[src/rtl/cvsd_pkg.sv]
package cvsd_pkg;
  typedef enum logic {
    MODE_ENC = 1'b0,
    MODE_DEC = 1'b1
  } mode_e;
endpackage

[src/rtl/cvsd_rst_sync.sv]
module cvsd_rst_sync #(
  parameter int STAGES = 2
) (
  input  logic clk,
  input  logic rst_n,
  output logic srst_n
);
  logic [STAGES-1:0] sync_q;

  always_ff @(posedge clk or negedge rst_n) begin
    if (!rst_n) sync_q <= '0;
    else        sync_q <= {sync_q[STAGES-2:0], 1'b1};
  end

  assign srst_n = sync_q[STAGES-1];
endmodule

[src/rtl/cvsd_step_adapt.sv]
module cvsd_step_adapt #(
  parameter int STEP_MAX = 64,
  parameter int FRAC_W   = 8,
  parameter int GROW_SH  = 4,
  parameter int DECAY_SH = 8,
  localparam int STEP_IW = $clog2(STEP_MAX) + 1,
  localparam int SQ_W    = STEP_IW + FRAC_W
) (
  input  logic               clk,
  input  logic               rst_n,
  input  logic               zero_req,
  input  logic               data_bit,
  input  logic               freeze,
  output logic [STEP_IW-1:0] step_int
);
  localparam logic [SQ_W-1:0] MIN_Q = SQ_W'(1) << FRAC_W;
  localparam logic [SQ_W-1:0] MAX_Q = SQ_W'(STEP_MAX) << FRAC_W;

  logic [SQ_W-1:0] step_q, step_nx, headroom, grown, decayed;
  logic [1:0]      hist_q, hist_nx;
  logic            run;

  always_comb begin
    run      = (data_bit == hist_q[0]) && (data_bit == hist_q[1]);
    headroom = MAX_Q - step_q;
    grown    = step_q + (headroom >> GROW_SH);
    decayed  = step_q - (step_q >> DECAY_SH);
    if (decayed < MIN_Q) decayed = MIN_Q;
    step_nx = step_q;
    hist_nx = hist_q;
    if (zero_req) begin
      step_nx = MIN_Q;
      hist_nx = 2'b00;
    end else begin
      hist_nx = {hist_q[0], data_bit};
      if (!freeze) step_nx = run ? grown : decayed;
    end
  end

  always_ff @(posedge clk or negedge rst_n) begin
    if (!rst_n) begin
      step_q <= MIN_Q;
      hist_q <= 2'b00;
    end else begin
      step_q <= step_nx;
      hist_q <= hist_nx;
    end
  end

  assign step_int = step_q[SQ_W-1:FRAC_W];


  step_range_chk: assert property (@(posedge clk) disable iff (!rst_n)
    (step_q >= MIN_Q) && (step_q <= MAX_Q));

  step_freeze_chk: assert property (@(posedge clk) disable iff (!rst_n)
    (freeze && !zero_req) |=> $stable(step_q));

  step_zero_chk: assert property (@(posedge clk) disable iff (!rst_n)
    zero_req |=> (step_q == MIN_Q));
endmodule

[src/rtl/cvsd_estimator.sv]
module cvsd_estimator #(
  parameter int EST_W   = 10,
  parameter int STEP_IW = 7,
  parameter int LEAK_SH = 4
) (
  input  logic                    clk,
  input  logic                    rst_n,
  input  logic                    zero_req,
  input  logic                    data_bit,
  input  logic [STEP_IW-1:0]      step_int,
  output logic signed [EST_W-1:0] est,
  output logic                    clamped,
  output logic                    agc_n
);
  localparam int FS     = 1 << (EST_W - 1);
  localparam int HALF   = FS / 2;
  localparam int THREEQ = (3 * FS) / 4;
  localparam int CW     = EST_W + 2;

  localparam logic signed [EST_W-1:0] HI_E   = EST_W'(THREEQ);
  localparam logic signed [EST_W-1:0] LO_E   = -HI_E;
  localparam logic signed [EST_W-1:0] HALF_E = EST_W'(HALF);
  localparam logic signed [EST_W-1:0] NHLF_E = -HALF_E;
  localparam logic signed [CW-1:0]    HI_X   = CW'(THREEQ);
  localparam logic signed [CW-1:0]    LO_X   = -HI_X;

  logic signed [EST_W-1:0] est_q, est_nx;
  logic signed [CW-1:0]    est_x, leak_x, step_x, delta_x, cand;

  always_comb begin
    est_x   = CW'(est_q);
    leak_x  = est_x >>> LEAK_SH;
    step_x  = CW'(signed'({1'b0, step_int}));
    delta_x = data_bit ? step_x : -step_x;
    cand    = est_x - leak_x + delta_x;
    if (zero_req)          est_nx = '0;
    else if (cand >= HI_X) est_nx = HI_E;
    else if (cand <= LO_X) est_nx = LO_E;
    else                   est_nx = EST_W'(cand);
  end

  always_ff @(posedge clk or negedge rst_n) begin
    if (!rst_n) est_q <= '0;
    else        est_q <= est_nx;
  end

  assign est     = est_q;
  assign clamped = (est_q >= HI_E) || (est_q <= LO_E);
  assign agc_n   = !((est_q >= HALF_E) || (est_q <= NHLF_E));


  est_bound_chk: assert property (@(posedge clk) disable iff (!rst_n)
    (est_q <= HI_E) && (est_q >= LO_E));

  est_zero_chk: assert property (@(posedge clk) disable iff (!rst_n)
    zero_req |=> (est_q == '0));
endmodule

[src/rtl/cvsd_serial_out.sv]
module cvsd_serial_out (
  input  logic clk,
  input  logic rst_n,
  input  logic zero_req,
  input  logic quiet_req,
  input  logic mode_dec,
  input  logic data_bit,
  output logic tx_bit
);
  logic phase_q, phase_nx, last_q, last_nx, tx_q, tx_nx;

  always_comb begin
    phase_nx = ~phase_q;
    last_nx  = zero_req ? 1'b0 : data_bit;
    if (zero_req || quiet_req) tx_nx = phase_q;
    else if (mode_dec)         tx_nx = 1'b0;
    else                       tx_nx = last_q;
  end

  always_ff @(posedge clk or negedge rst_n) begin
    if (!rst_n) begin
      phase_q <= 1'b0;
      last_q  <= 1'b0;
    end else begin
      phase_q <= phase_nx;
      last_q  <= last_nx;
    end
  end

  always_ff @(negedge clk or negedge rst_n) begin
    if (!rst_n) tx_q <= 1'b0;
    else        tx_q <= tx_nx;
  end

  assign tx_bit = tx_q;


  phase_toggle_chk: assert property (@(posedge clk) disable iff (!rst_n)
    1'b1 |=> (phase_q != $past(phase_q)));
endmodule

[src/rtl/cvsd_core.sv]
module cvsd_core #(
  parameter int EST_W    = 10,
  parameter int STEP_MAX = 64,
  parameter int FRAC_W   = 8,
  parameter int GROW_SH  = 4,
  parameter int DECAY_SH = 8,
  parameter int LEAK_SH  = 4,
  parameter int SYNC_ST  = 2
) (
  input  logic                    clk,
  input  logic                    rst_n,
  input  logic                    mode_dec,
  input  logic                    cmp_above,
  input  logic                    rx_bit,
  input  logic                    zero_force_n,
  input  logic                    quiet_n,
  output logic                    tx_bit,
  output logic signed [EST_W-1:0] est,
  output logic                    agc_n
);
  localparam int STEP_IW = $clog2(STEP_MAX) + 1;

  cvsd_pkg::mode_e mode;
  logic srst_n, data_bit, zero_req, quiet_req, clamped;
  logic [STEP_IW-1:0] step_int;

  assign mode      = cvsd_pkg::mode_e'(mode_dec);
  assign data_bit  = (mode == cvsd_pkg::MODE_DEC) ? rx_bit : cmp_above;
  assign zero_req  = ~zero_force_n;
  assign quiet_req = ~quiet_n;

  cvsd_rst_sync #(.STAGES(SYNC_ST)) i_rst_sync (
    .clk(clk), .rst_n(rst_n), .srst_n(srst_n));

  cvsd_step_adapt #(
    .STEP_MAX(STEP_MAX), .FRAC_W(FRAC_W),
    .GROW_SH(GROW_SH), .DECAY_SH(DECAY_SH)
  ) i_step (
    .clk(clk), .rst_n(srst_n), .zero_req(zero_req),
    .data_bit(data_bit), .freeze(clamped), .step_int(step_int));

  cvsd_estimator #(
    .EST_W(EST_W), .STEP_IW(STEP_IW), .LEAK_SH(LEAK_SH)
  ) i_est (
    .clk(clk), .rst_n(srst_n), .zero_req(zero_req),
    .data_bit(data_bit), .step_int(step_int),
    .est(est), .clamped(clamped), .agc_n(agc_n));

  cvsd_serial_out i_ser (
    .clk(clk), .rst_n(srst_n), .zero_req(zero_req),
    .quiet_req(quiet_req), .mode_dec(mode_dec),
    .data_bit(data_bit), .tx_bit(tx_bit));
endmodule

[config.mk]
export PLATFORM = sky130hd
export DESIGN_NAME = cvsd_core
export DESIGN_NICKNAME = d
export VERILOG_FILES = /design/src/rtl/cvsd_pkg.sv /design/src/rtl/cvsd_rst_sync.sv /design/src/rtl/cvsd_step_adapt.sv /design/src/rtl/cvsd_estimator.sv /design/src/rtl/cvsd_serial_out.sv /design/src/rtl/cvsd_core.sv
export SDC_FILE = /design/constraint.sdc
export NUM_CORES = 1
export LEC_CHECK = 0
export BUFFER_PORTS_ARGS = -buffer_cell sky130_fd_sc_hd__buf_2
export CAP_MARGIN = 20
export CELL_PAD_IN_SITES_DETAIL_PLACEMENT = 0
export CELL_PAD_IN_SITES_GLOBAL_PLACEMENT = 1
export CORE_UTILIZATION = 35
export CTS_CLUSTER_DIAMETER = 100
export DETAILED_ROUTE_END_ITERATION = 8
export PLACE_DENSITY = 0.65
export SLEW_MARGIN = 40
export SYNTH_ARGS = -nofsm -noshare
export SYNTH_HDL_FRONTEND = slang
export SYNTH_SLANG_ARGS = --single-unit
export TNS_END_PERCENT = 5
[constraint.sdc]
create_clock -name clk -period 4.3 [get_ports clk]
set_clock_uncertainty 0.2 [all_clocks]
set_input_delay 0.43 -clock clk [delete_from_list [all_inputs] [get_ports clk]]
set_output_delay 0.43 -clock clk [all_outputs]
set_load 0.03 [all_outputs]
==> impl_metrics.toml, run 1 <==
[run_status]
status = "complete, no violations"

[floorplan]
core-area_sq_um = 10900
die_y_um = 108
pin_count = 19
design.die.area_sq_um = 11700
num_rows = 38
start_util_pct = 36.1
die_w_um = 108

[clock_tree]
cts_tree = "yes"
path_clk_slew_ns = 0.08
cts_buffer_depth = 2
cts.sinks = 31
cts_htree_levels = 2
numCtsBuffers = 5
clock_latency_ns = 0.29
root_buffer = "clkbuf_8"

[critical_path]
r2r-end = "i_est.est[4]$_DFF_PN0_"
timing.rr.start = "i_est.est[0]$_DFF_PN0_"
r2r_cells = 18
critPathKind = "reg2reg"
arrival_ns = 4.08
worstSetupEndpointType = "register"
crit_path_max_fanout = 7
startpoint_type = "register"
r2r_slack_ns = 0.20
required_ns = 4.28

[layout]
layout-drive-gt1-share_pct = 19.7
n_antenna_cell = 0
syn_to_final_growth_pct = 14.5
design_area_sq_um = 4500
fin_util_pct = 41.4
final_nets = 562

[logic_synthesis]
synthesis.nets = 526
ys.warnings.count = 0
synth.top_cell.area_share_pct = 18.5
ys_ff_latch = 31
netlist_instances = 475
yosysUniqueCellTypes = 80
yosysTopAreaCell = "dfrtp_1"
synth_area_leaders = "dfrtp_1 (18%), ha_1 (13%), xnor2_1 (7.6%)"
synth_top_flop_cell = "dfrtp_1"
ys_seq_area_share_pct = 19.8
async_flop_share_pct = 100
synth-edff-count = 0
syn-cell-area_sq_um = 3930
postSynthAreaPerCell_sq_um = 8.28

[run]
cap_violations = 0

[sta]
slew_viol_final = 0
max-slew-margin-rel_pct = 44.4
hold_viol = 0
setup_violations = 0
finalCritPeriodShare_pct = 95.3
max_freq_mhz = 244
worst_pin_slew_ns = 0.825
timing.final.ws_setup_ns = 0.202
period_needed_ns = 4.10

[place]
dp_hpwl_um = 8590
placed_cell_area_sq_um = 4260
pre_cts_slack_ns = 0.0455
port_buffers = 18
place.gp.congestion = 0.820

[global_routing]
grt_max_degree = 30
antenna_found_initial = 0
grt_pass1_vias = 3555
grt_pass1_wl_um = 18300
overflow = 0
grt_use_total_pct = 20.2

[routing]
vias = 3613
detail_route.first_pass.iterations = 4
wl_per_cell_um = 17.3
avgViaCountPerCell = 5.54
drtIter0Drc = 227
wirelength_um = 11300
detail-route-antenna-nets = 0
drc_errors = 0

[hold_path]
min_path_type = "reg2async"
[cells in the mapped netlist (all sizes together), types with 8 or more instances]
library cell,n
a21o,10
or3,8
o21a,10
nor2,36
a21oi,33
xor2,12
o21ai,29
nor3,11
nand2,39
xnor2,34
ha,40
buf,13
dfrtp,29
nand3,12
nor4,11
inv,31
[per-layer routing]
metal | routed length, um | track usage (%)
met2 | 5380 | 34.8
met5 | 0 | 0
met3 | 507 | 1.99
met1 | 5280 | 27.0
met4 | 116 | 4.70
[cells by family after synthesis]
logic type / Yosys count / synth area share [%]
compound gates: 141 / 25.7
xor+xnor: 46 / 10.2
fa+ha+maj: 44 / 14.8
buf+inv: 51 / 5.95
flops: 31 / 19.8
mux: 3 / 0.796
other cells: 1 / 0.0954
simple gates: 158 / 22.6
[per-stage QoR]
stage / instances / hold slack (ns) / TNS, ns
detailed placement: 638 / 0.0171 / 0
CTS: 647 / 0.0896 / 0
floorplan: 475 / -0.0656 / 0
global route: 652 / 0.126 / -0.128
global placement: 638 / 0.0159 / 0
finish: 652 / 0.0714 / 0
[what timing repair did]
action	CTS	global route
resized for setup	0	20
endpoints found under the setup margin	0	9
hold buffers	1	0
buffers inserted	0	5
endpoints found under the hold margin	2	0
[placed cells by master, fill, tap and decap left out, types with 5 or more instances in the layout]
master    instances
a21o_1           10
a21oi_1          29
a31oi_1           6
a32o_1            7
and3_1            5
buf_2            18
buf_4            27
clkbuf_8          6
dfrtp_1          29
ha_1             37
inv_1            31
nand2_1          38
nand2b_1          5
nand3_1          10
nand4_1           5
nor2_1           35
nor3_1            9
nor4_1            8
o21a_1            9
o21ai_0          19
o21ai_1           9
o221ai_1          6
o22ai_1           6
or3_1             6
xnor2_1          33
xor2_1           11
[worst max path at each step]
stage	cells past startpoint	slack, ns	endpoint	start
global placement	16	0.09	i_est.est[1]$_DFF_PN0_	i_est.est[4]$_DFF_PN0_
global route	18	-0.04	i_est.est[4]$_DFF_PN0_	i_est.est[0]$_DFF_PN0_
detailed placement	16	0.05	i_est.est[1]$_DFF_PN0_	i_est.est[4]$_DFF_PN0_
floorplan	19	0.17	i_est.est[0]$_DFF_PN0_	i_est.est[5]$_DFF_PN0_
CTS	16	0.02	i_est.est[1]$_DFF_PN0_	i_est.est[4]$_DFF_PN0_
finish	18	0.20	i_est.est[4]$_DFF_PN0_	i_est.est[0]$_DFF_PN0_
[state kept, by name (all words and copies together) (netlist names)]
signal	flops
i_est.est	10
i_step.step_q	15
i_ser.tx_bit	1
i_ser.last_q	1
i_step.hist_q	1
i_ser.phase_q	1
i_rst_sync.sync_q	2
[cell type report]
cell class / instances / area [sq um]
well taps: 140 / 175
fillers: 1098 / 6380
repair buffers: 46 / 303
clock buffers: 6 / 82.6
multi-input cells: 393 / 3000
clock inverters: 2 / 35.0
flip-flops and latches: 31 / 777
inverters: 34 / 128
[critical path, cell delays in order, from the launching register on]
cell,delay (ns)
dfrtp_1,0.36
inv_1,0.05
ha_1,0.22
fa_2,0.36
nor2b_1,0.13
o21ai_1,0.07
nand2b_1,0.14
a31o_4,0.20
xor2_2,0.14
ha_2,0.33
a211oi_2,0.28
o21ai_1,0.12
nor2b_4,0.15
a2111oi_4,0.30
xnor2_1,0.15
xnor2_1,0.26
buf_4,0.21
nor4_1,0.06
a32o_1,0.24
Power of run 1 is left out: the tool's default activity adds up to more than one toggle a clock period on the data nets, which glitch-free logic cannot reach.
==> run 2: changes to the inputs <==
--- a/config.mk
+++ b/config.mk
@@ -13,6 +13,7 @@
 export CTS_CLUSTER_DIAMETER = 100
 export DETAILED_ROUTE_END_ITERATION = 8
 export PLACE_DENSITY = 0.65
+export REMOVE_ABC_BUFFERS = 1
 export SLEW_MARGIN = 40
 export SYNTH_ARGS = -nofsm -noshare
 export SYNTH_HDL_FRONTEND = slang
==> impl_metrics.toml, run 2 (synthesis results as in run 1) <==
[routing]
wl_per_cell_um = 17.1
detail-route-antenna-nets = 0
drc_errors = 0
detail_route.first_pass.iterations = 4
avgViaCountPerCell = 5.58
wl_met3_um = 633
wl_met1_um = 5000
top_layer = "met4"
wl_met2_um = 5360
drtIter0Drc = 201
vias = 3624
wirelength_um = 11100

[layout]
layout-drive-gt1-share_pct = 19.4
mostFrequentLayoutCell = "nand2_1"
final_cell_mix = "nand2_1 (38), ha_1 (36), nor2_1 (35)"
fin_util_pct = 40.9
seqCellArea_sq_um = 779
fillers = 1113
syn_to_final_growth_pct = 13.3
instances_no_fill = 649
multi_input_area_sq_um = 2990
largest_reg_flops = 15
regMostFlops = "i_step.step_q"
final_nets = 559
n_antenna_cell = 0

[sta]
worst_pin_slew_ns = 0.840
slew_viol_final = 0
hold_viol = 0
max-slew-margin-rel_pct = 43.4
rsz0062_at_grt = "false"
setup_violations = 0
max_freq_mhz = 242
period_needed_ns = 4.13
finalCritPeriodShare_pct = 95.9

[clock_tree]
cts_htree_levels = 2
path_clk_slew_ns = 0.08
clock_latency_ns = 0.30
cts_tree = "yes"
cts_buffer_depth = 2
cts.sinks = 31
numCtsBuffers = 5
root_buffer = "clkbuf_8"

[floorplan]
die_w_um = 108
start_util_pct = 36.1
design.die.area_sq_um = 11700
num_rows = 38
die_y_um = 108
pin_count = 19
core-area_sq_um = 10900

[place]
dp.cells = 634
port_buffers = 18
place.gp.congestion = 0.876
dp_hpwl_um = 8470

[critical_path]
startpoint_type = "register"
r2r_slack_ns = 0.17
r2r_cells = 16
critPathKind = "reg2reg"
required_ns = 4.33
arrival_ns = 4.15
worstSetupEndpointType = "register"
crit_path_max_fanout = 7

[global_routing]
grt_pass1_vias = 3665
overflow = 0
grt_pass1_wl_um = 18300
antenna_found_initial = 0
grt_max_degree = 29
grt_use_total_pct = 20.1

[hold_path]
min_path_type = "reg2async"

[run_status]
status = "complete, no violations"

[run]
cap_violations = 0
==> run 2: what timing repair did <==
action                                 in CTS  in global routing
hold buffers                                1                  0
resized for setup                           0                 20
buffers inserted                            0                  6
setup endpoints to repair                   0                 10
endpoints found under the hold margin       2                  0
==> run 2: metal layers <==
layer / vias up / global-route usage (%)
li1: 1824 / -
met4: 0 / 5.19
met2: 77 / 34.5
met3: 11 / 2.53
met1: 1712 / 26.5
met5: - / 0
==> run 2: path summary, 6_finish.rpt <==
| kind | start | endpoint |
|---|---|---|
| setup / recovery | i_est.est[4]$_DFF_PN0_ | i_est.est[2]$_DFF_PN0_ |
| hold reg to reg | i_rst_sync.sync_q[1]$_DFF_PN0_ | i_ser.phase_q$_DFF_PN0_ |
| hold / removal | i_rst_sync.sync_q[1]$_DFF_PN0_ | i_ser.phase_q$_DFF_PN0_ |
| min in group clk | i_rst_sync.sync_q[0]$_DFF_PN0_ | i_rst_sync.sync_q[1]$_DFF_PN0_ |
| max in group asynchronous | i_rst_sync.sync_q[1]$_DFF_PN0_ | i_ser.tx_bit$_DFF_NN0_ |
| setup reg to reg | i_est.est[4]$_DFF_PN0_ | i_est.est[2]$_DFF_PN0_ |
==> run 2: worst max-delay path: stages (launching register included) <==
cell and delay [ns]:
dfrtp_2 0.44, ha_2 0.20, fa_2 0.37, nor2b_1 0.13
o21ai_0 0.08, nand2b_1 0.12, a31o_4 0.18, a21o_1 0.13
a21oi_2 0.06, xnor2_1 0.16, ha_1 0.38, nand2_1 0.09
or4b_1 0.47, or4b_4 0.50, nand3_2 0.09, and3_2 0.26
a32o_1 0.20
==> run 2: layout make-up <==
| type | count | share of cell area (%) |
|---|---|---|
| Sequential cell | 31 | 17.5 |
| Timing Repair Buffer | 43 | 6.29 |
| Clock buffer | 8 | 2.25 |
| Multi-Input combinational cell | 393 | 67.2 |
| Inverter | 34 | 2.87 |
| Tap cell | 140 | 3.93 |
==> run 2: metrics by stage <==
stage / setup TNS (ns) / cell area, sq um / hold slack [ns] / worst slack, ns
detailed placement: 0 / 4230 / 0.0196 / 0.0242
CTS: 0 / 4340 / 0.152 / 0.0155
floorplan: -1.10 / 3820 / -0.0656 / -0.158
global placement: 0 / 4230 / 0.0187 / 0.127
global route: 0 / 4450 / 0.159 / 0.0159
finish: 0 / 4450 / 0.132 / 0.175
Power of run 2 is left out for the same reason.
